**src/rtl/sram_ctrl_pkg.sv**
```systemverilog
package sram_ctrl_pkg;

  typedef enum logic [2:0] {
    ST_IDLE,
    ST_RD,
    ST_RD_TA,
    ST_WR_SU,
    ST_WR_PUL,
    ST_WR_REC
  } ctrl_st_e;

  typedef struct packed {
    logic ce_n;
    logic we_n;
    logic oe_n;
    logic dq_oe;
  } strobe_t;

  localparam strobe_t STRB_IDLE = '{ce_n: 1'b1, we_n: 1'b1, oe_n: 1'b1, dq_oe: 1'b0};

  // ceil(ns / clk_ns), never below one cycle
  function automatic int unsigned ns_to_cyc(int unsigned ns, int unsigned clk_ns);
    int unsigned r;
    r = (ns + clk_ns - 1) / clk_ns;
    return (r == 0) ? 1 : r;
  endfunction

  function automatic int unsigned max2(int unsigned a, int unsigned b);
    return (a > b) ? a : b;
  endfunction

  function automatic strobe_t strobe_of(ctrl_st_e st);
    strobe_t s;
    s = STRB_IDLE;
    case (st)
      ST_RD:     begin s.ce_n = 1'b0; s.oe_n = 1'b0; end
      ST_WR_SU:  begin s.ce_n = 1'b0; s.dq_oe = 1'b1; end
      ST_WR_PUL: begin s.ce_n = 1'b0; s.we_n = 1'b0; s.dq_oe = 1'b1; end
      ST_WR_REC: s.dq_oe = 1'b1;
      default:   s = STRB_IDLE;
    endcase
    return s;
  endfunction

endpackage

```
**src/rtl/sram_phase_timer.sv**
```systemverilog
module sram_phase_timer #(
  parameter int unsigned CW = 8
) (
  input  logic          clk_i,
  input  logic          rst_ni,
  input  logic          load_i,
  input  logic [CW-1:0] load_val_i,
  output logic          done_o
);
  logic [CW-1:0] cnt_q;

  always_ff @(posedge clk_i or negedge rst_ni) begin
    if (!rst_ni)           cnt_q <= '0;
    else if (load_i)       cnt_q <= load_val_i;
    else if (cnt_q != '0)  cnt_q <= cnt_q - 1'b1;
  end

  assign done_o = (cnt_q == '0);
endmodule

```
**src/rtl/sram_req_regs.sv**
```systemverilog
module sram_req_regs #(
  parameter int unsigned AW = 19,
  parameter int unsigned DW = 8
) (
  input  logic          clk_i,
  input  logic          rst_ni,
  input  logic          take_i,
  input  logic [AW-1:0] addr_i,
  input  logic [DW-1:0] wdata_i,
  input  logic          smp_i,
  input  logic [DW-1:0] dq_i,
  output logic [AW-1:0] addr_o,
  output logic [DW-1:0] wdata_o,
  output logic [DW-1:0] rdata_o,
  output logic          rvalid_o
);
  always_ff @(posedge clk_i or negedge rst_ni) begin
    if (!rst_ni) begin
      addr_o  <= '0;
      wdata_o <= '0;
    end else if (take_i) begin
      addr_o  <= addr_i;
      wdata_o <= wdata_i;
    end
  end

  always_ff @(posedge clk_i or negedge rst_ni) begin
    if (!rst_ni) begin
      rdata_o  <= '0;
      rvalid_o <= 1'b0;
    end else begin
      rvalid_o <= smp_i;
      if (smp_i) rdata_o <= dq_i;
    end
  end
endmodule

```
**src/rtl/sram_async_ctrl.sv**
```systemverilog
module sram_async_ctrl
  import sram_ctrl_pkg::*;
#(
  parameter int unsigned CLK_NS     = 10,
  parameter bit          FAST_GRADE = 1'b1,
  parameter int unsigned AW         = 19,
  parameter int unsigned DW         = 8
) (
  input  logic          clk_i,
  input  logic          rst_ni,
  input  logic          req_i,
  input  logic          wr_i,
  input  logic [AW-1:0] addr_i,
  input  logic [DW-1:0] wdata_i,
  output logic          ready_o,
  output logic          rvalid_o,
  output logic [DW-1:0] rdata_o,
  output logic [AW-1:0] sram_addr_o,
  output logic          sram_ce_no,
  output logic          sram_we_no,
  output logic          sram_oe_no,
  output logic [DW-1:0] sram_dq_o,
  output logic          sram_dq_oe_o,
  input  logic [DW-1:0] sram_dq_i
);
  localparam int unsigned RC_NS  = FAST_GRADE ? 55 : 70;
  localparam int unsigned OE_NS  = FAST_GRADE ? 30 : 35;
  localparam int unsigned WP_NS  = FAST_GRADE ? 30 : 35;
  localparam int unsigned DS_NS  = FAST_GRADE ? 25 : 30;
  localparam int unsigned HZ_NS  = FAST_GRADE ? 25 : 30;

  localparam int unsigned RC_CYC  = ns_to_cyc(RC_NS, CLK_NS);
  localparam int unsigned RD_CYC  = max2(RC_CYC, ns_to_cyc(OE_NS, CLK_NS));
  localparam int unsigned TA_CYC  = ns_to_cyc(HZ_NS, CLK_NS);
  localparam int unsigned SU_CYC  = ns_to_cyc(0, CLK_NS);
  localparam int unsigned REC_CYC = ns_to_cyc(0, CLK_NS);
  localparam int unsigned PUL_CYC = max2(max2(ns_to_cyc(WP_NS, CLK_NS), ns_to_cyc(DS_NS, CLK_NS)),
                                         (RC_CYC > SU_CYC) ? RC_CYC - SU_CYC : 1);
  localparam int unsigned MAX_CYC = max2(max2(RD_CYC, TA_CYC), PUL_CYC);
  localparam int unsigned CW      = $clog2(MAX_CYC) + 1;

  ctrl_st_e      st_q, st_nxt;
  strobe_t       strb_q;
  logic          tmr_done, tmr_load;
  logic [CW-1:0] tmr_val;
  int unsigned   dur_nxt;
  logic          take, smp;

  assign ready_o = (st_q == ST_IDLE);
  assign take    = ready_o && req_i;
  assign smp     = (st_q == ST_RD) && tmr_done;

  always_comb begin
    st_nxt = st_q;
    case (st_q)
      ST_IDLE:   if (req_i)    st_nxt = wr_i ? ST_WR_SU : ST_RD;
      ST_RD:     if (tmr_done) st_nxt = ST_RD_TA;
      ST_RD_TA:  if (tmr_done) st_nxt = ST_IDLE;
      ST_WR_SU:  if (tmr_done) st_nxt = ST_WR_PUL;
      ST_WR_PUL: if (tmr_done) st_nxt = ST_WR_REC;
      ST_WR_REC: if (tmr_done) st_nxt = ST_IDLE;
      default:                 st_nxt = ST_IDLE;
    endcase
  end

  always_comb begin
    case (st_nxt)
      ST_RD:     dur_nxt = RD_CYC;
      ST_RD_TA:  dur_nxt = TA_CYC;
      ST_WR_SU:  dur_nxt = SU_CYC;
      ST_WR_PUL: dur_nxt = PUL_CYC;
      ST_WR_REC: dur_nxt = REC_CYC;
      default:   dur_nxt = 1;
    endcase
  end

  assign tmr_load = (st_nxt != st_q);
  assign tmr_val  = CW'(dur_nxt - 1);

  // strobes registered from the next state so they line up with st_q
  always_ff @(posedge clk_i or negedge rst_ni) begin
    if (!rst_ni) begin
      st_q   <= ST_IDLE;
      strb_q <= STRB_IDLE;
    end else begin
      st_q   <= st_nxt;
      strb_q <= strobe_of(st_nxt);
    end
  end

  sram_phase_timer #(.CW(CW)) u_timer (
    .clk_i      (clk_i),
    .rst_ni     (rst_ni),
    .load_i     (tmr_load),
    .load_val_i (tmr_val),
    .done_o     (tmr_done)
  );

  sram_req_regs #(.AW(AW), .DW(DW)) u_regs (
    .clk_i    (clk_i),
    .rst_ni   (rst_ni),
    .take_i   (take),
    .addr_i   (addr_i),
    .wdata_i  (wdata_i),
    .smp_i    (smp),
    .dq_i     (sram_dq_i),
    .addr_o   (sram_addr_o),
    .wdata_o  (sram_dq_o),
    .rdata_o  (rdata_o),
    .rvalid_o (rvalid_o)
  );

  assign sram_ce_no   = strb_q.ce_n;
  assign sram_we_no   = strb_q.we_n;
  assign sram_oe_no   = strb_q.oe_n;
  assign sram_dq_oe_o = strb_q.dq_oe;
endmodule

```
**config.mk**
```make
export PLATFORM = sky130hd
export DESIGN_NAME = sram_async_ctrl
export DESIGN_NICKNAME = d
export VERILOG_FILES = /design/src/rtl/sram_ctrl_pkg.sv /design/src/rtl/sram_phase_timer.sv /design/src/rtl/sram_req_regs.sv /design/src/rtl/sram_async_ctrl.sv
export SDC_FILE = /design/constraint.sdc
export NUM_CORES = 1
export LEC_CHECK = 0
export ABC_AREA = 1
export BUFFER_PORTS_ARGS = -buffer_cell sky130_fd_sc_hd__buf_2
export CORE_UTILIZATION = 25
export DETAILED_ROUTE_END_ITERATION = 7
export GPL_ROUTABILITY_DRIVEN = 0
export HOLD_SLACK_MARGIN = 0.1
export SETUP_SLACK_MARGIN = 0.1
export SYNTH_ARGS = -nofsm -noshare
export SYNTH_HDL_FRONTEND = slang
export SYNTH_SLANG_ARGS = --single-unit
```
**constraint.sdc**
```tcl
create_clock -name clk_i -period 3.05 [get_ports clk_i]
set_clock_uncertainty 0.15 [all_clocks]
set_input_delay 0.1525 -clock clk_i [delete_from_list [all_inputs] [get_ports clk_i]]
set_output_delay 0.1525 -clock clk_i [all_outputs]
set_load 0.005 [all_outputs]
```
Yosys cells after proc, flatten, opt, wreduce, memory -nomap -nowiden
Cells that the tools add are included.

Memories kept: 0. Logic and storage cells: 46. Memory bits (writable): 0. Bits of input ports: 39. Latch bits: 0. Memory bits (read-only): 0. Bits in registers: 47.

Magnitude comparators: 0. Reductions and logical operators: 9. Bitwise gates (word level): 0. Divide/modulo/power cells: 0. $mul: 0. Add/subtract/negate cells: 2. Shifts and indexed selects: 0. Eq/ne operators: 11. Muxes and demuxes: 14.

Operators with widths (count): 2-to-1 mux 3 bit (5); case mux 3 bit (5 select lines) (1); equality test 3 x 2 -> 1 bit (second input constant) (4); equality test 3 bit (second input constant) (4); case mux 3 bit (3 select lines) (1); 2-to-1 mux 4 bit (2); subtractor 4 x 1 -> 4 bit (second input constant) (2); equality test 3 x 1 -> 1 bit (second input constant) (2); OR reduction 3 bit (2); logical NOT 4 bit (1); 2-to-1 mux 1 bit (4); nonzero test 4 bit (1); logical NOT 3 bit (1); inequality test 3 bit (1); logical AND 1 bit (2); 2-to-1 mux 2 bit (1); nonzero test 2 bit (1); OR reduction 2 bit (1).

Longest topological paths before layout
Depth after elaboration: 7. Depth in mapped cells: 15.

Modules after synthesis
Synthesis repeated with hierarchy kept, for this count alone.

Cell total of the unflattened synthesis: 247. Area total of the unflattened synthesis: 2137.0 um2.

By module, submodules not included: sram_req_regs (seq. area each 900.9 um2, times used 1, area an instance 1383.8 um2, cells each 149); sram_async_ctrl (seq. area each 178.9 um2, times used 1, area an instance 510.5 um2, cells each 64); sram_phase_timer (seq. area each 100.1 um2, times used 1, area an instance 242.7 um2, cells each 34).

Worst setup path before layout
No wires, ideal clock.

Path kind: register -> register. From: reg st_q[2]. To: reg u_timer.cnt_q[1]. Library setup time: 0.063 ns. Arrival time: 1.745 ns. Stages on the path, launching flop included: 13. Period minus slack after synthesis: 1.958 ns. Path slack: 1.092 ns. Cells stage by stage: dfrtp_1 > buf_6 > nor2_4 > nand3_4 > nand3_2 > nand3_2 > nand2_4 > inv_2 > nand2_2 > nand2_1 > ha_1 > or2_1 > inv_1.

Word-level cells in the longest chain between the ends: 7. Elaborated cells on any way between the ends: 21. Classes of those cells: add/sub (1); eq/ne (9); mux (8); reduce/logical (3).

RTL lines: start, declared (RTL line sram_async_ctrl.sv:42) `ctrl_st_e st_q, st_nxt;`; start signal, assigned (RTL line sram_async_ctrl.sv:86) `st_q <= st_nxt;`; equality test 3 bit or equality test 3 x 2 -> 1 bit (tied branches) (RTL line sram_async_ctrl.sv:55) `case (st_q)`; OR reduction 2 bit (no source line); case mux 3 bit (5 select lines) (RTL line sram_async_ctrl.sv:55); equality test 3 bit (tied with other cells) (RTL line sram_async_ctrl.sv:67) `case (st_nxt)`; case mux 3 bit (3 select lines) (RTL line sram_async_ctrl.sv:67); subtractor 4 x 1 -> 4 bit (RTL line sram_async_ctrl.sv:78) `assign tmr_val = CW'(dur_nxt - 1);`; 2-to-1 mux 4 bit (RTL line sram_phase_timer.sv:14) `else if (load_i) cnt_q <= load_val_i;`; end signal, assigned (RTL line sram_phase_timer.sv:14); end signal, assigned (RTL line sram_phase_timer.sv:15) `else if (cnt_q != '0) cnt_q <= cnt_q - 1'b1;`; end, declared (RTL line sram_phase_timer.sv:10) `logic [CW-1:0] cnt_q;`.

Parallel ways exist; a longest one is shown, timed or not. A chain may end at the register's enable or synchronous reset.

Worst setup path after layout
Ends and elaborated chain as after synthesis.

==> impl_metrics.py <==
metrics = {
    "run_status": {
        "outcome": "complete, no violations",
    },
    "die": {
        "die_x_um": 92.2,
        "die_h_um": 92.2,
        "rows": 32,
        "die-area_sq_um": 8510,
        "core_sq_um": 7810,
        "start_util": 0.261,
        "ios": 80,
    },
    "clocking": {
        "cts_tree": "done",
        "cts_max_path_buffers": 2,
        "htreeDepth": 2,
        "insertion_delay_ns": 0.29,
        "ctsRootBufferMaster": "clkbuf_8",
        "clk_pin_slew_worst_paths_ns": 0.09,
        "cts_resized": 0,
        "cts_sinks": 47,
        "cts_buffers": 5,
    },
    "routing": {
        "drc": 0,
        "drtAntennaViolNets": 0,
        "vias_per_cell": 4.12,
        "drt_wl_total_um": 4520,
        "vias": 1651,
        "routed_wire_length_per_instance_um": 11.3,
        "drt_iter0_drc": 26,
        "dr.pass1.iters": 4,
    },
    "timing": {
        "fmax_mhz": 469,
        "worst_hold_slack_ns": 0.136,
        "worst_slew_pin_slew_ns": 1.02,
        "slew_violations": 0,
        "period_share": 0.698,
        "slew_headroom": 0.317,
        "hold_viol_final": 0,
        "setup_viol": 0,
        "tns_ns": 0,
        "fin_crit_ns": 2.13,
        "worst_slack_ns": 0.920,
        "rsz0062_at_grt": "false",
    },
    "final_layout": {
        "final_cell_mix": "buf_2, dfrtp_1, nand2_1, dlygate4sd3_1, mux2_2",
        "n_antenna_cell": 0,
        "nets": 338,
        "drive_gt1_frac": 0.488,
        "final_core_util": 0.387,
        "instances_no_fill": 401,
        "fin_area_sq_um": 3020,
        "layout_commonest_cell": "buf_2",
        "syn2layout_area_growth_pct": 48.3,
    },
    "min_path": {
        "hold_path_class": "primary input to register",
    },
    "pwr": {
        "p_per_area_nw_per_um2": 1010,
        "peakVddDrop_mv": 0.484,
        "p_leak_nw": 1.54,
        "totalPowerFinal_mw": 3.04,
    },
    "place": {
        "post-place-ws_ns": 0.930,
        "io_buffers": 79,
        "dp.cells": 356,
        "dp.final_hpwl_um": 3000,
        "placed_area_sq_um": 2540,
    },
    "global_route": {
        "overflow": 0,
        "globalRouteTotalUtil": 0.111,
        "grt_max_degree": 48,
        "grt_pass1_wl_um": 7500,
        "antenna_found_initial": 0,
        "grt_pass1_vias": 1653,
    },
    "setup_path": {
        "cp_max_fo": 8,
        "crit_type": "register to register",
        "required_ns": 3.14,
        "critPathArrivalTime_ns": 2.22,
        "cp-start-kind": "register",
        "crit_path_end_kind": "register",
    },
    "job": {
        "cap_violations": 0,
    },
    "synthesis": {
        "ys.warnings.count": 0,
        "synth.distinct_cells": 24,
        "synth-seq-cells": 47,
        "synth_area_per_cell_sq_um": 11.5,
        "seq_area_frac_synth": 0.580,
        "synth_area_sq_um": 2040,
        "syn_nets": 217,
        "postSynthCellCount": 177,
    },
}
-- synth_stat cells, drive strengths merged --
master,count,area share
nand4,3,0.012
nor3,1,0.0049
inv,17,0.031
nand2,46,0.10
nand3,15,0.061
clkinv,1,0.0018
buf,3,0.010
or2,2,0.0062
nor2,12,0.031
dfrtp,44,0.54
mux2,27,0.15
a21oi,2,0.0049
dfstp,3,0.039
ha,1,0.0061
-- power breakdown --
part	total, mW	switching, mW	internal (mW)	leakage, nW
clock network	0.414	0.208	0.206	0.0505
logic	1.50	0.783	0.718	0.924
registers	1.13	0.177	0.949	0.561
total	3.04	1.17	1.87	1.54
-- flip-flops by register name, indices dropped and copies added, names as in the netlist --
signal	count
st_q	3
sram_we_no	1
sram_dq_oe_o	1
u_timer.cnt_q	4
sram_ce_no	1
sram_oe_no	1
u_regs.addr_o	19
u_regs.wdata_o	8
u_regs.rdata_o	8
u_regs.rvalid_o	1
-- cells by family (layout without fill, tap and decap cells) --
kind of cell    Yosys count  in the layout  synth area share
compound gates            2              2           0.00492
fa+ha+maj                 1              1           0.00615
buf+inv                  21            143            0.0436
flops                    47             47             0.580
mux                      27             27             0.149
simple gates             79             79             0.216
-- repair_timing --
item	in CTS	in global routing
hold endpoints to repair	80	0
hold buffers	37	0
setup buffers	0	0
-- layout make-up --
type	instances	area [sq um]
Clock inverter	1	7.51
Tap cell	102	128
Inverter	18	67.6
Sequential cell	47	1180
Fill cell	776	4790
Timing Repair Buffer	117	773
Multi-Input combinational cell	109	767
Clock buffer	7	96.3
-- final timing paths --
path / slack [ns] / to / cells past startpoint / start
max reg2reg: 0.92 / u_timer.cnt_q[1] / 13 / st_q[2]
max in group asynchronous: 1.70 / u_regs.addr_o[5] / 2 / rst_ni
max: 0.92 / u_timer.cnt_q[1] / 13 / st_q[2]
min: 0.14 / st_q[1] / 3 / req_i
min in group asynchronous: 0.42 / u_timer.cnt_q[1] / 2 / rst_ni
min reg2reg: 0.34 / u_regs.rdata_o[7] / 2 / u_regs.rdata_o[7]
-- worst max-delay path, cell delays in order, from the launching register on --
cell and delay, ns:
dfrtp_1 0.50, nor2_4 0.20, nand4_2 0.17, nand2_1 0.10, inv_1 0.04, nand2_1 0.07
inv_2 0.04, nand2_4 0.08, inv_2 0.05, nand2_2 0.06, nand2_1 0.07, ha_1 0.29
or2_1 0.22, inv_1 0.05
-- metal layers --
metal,part of all wire,vias up,GRT usage
met5,0,-,0
met3,0.041,2,0.0232
li1,-,811,-
met4,0.0029,0,0.0234
met1,0.45,790,0.134
met2,0.51,48,0.201
No activity file was read; power rests on OpenSTA's default activity.
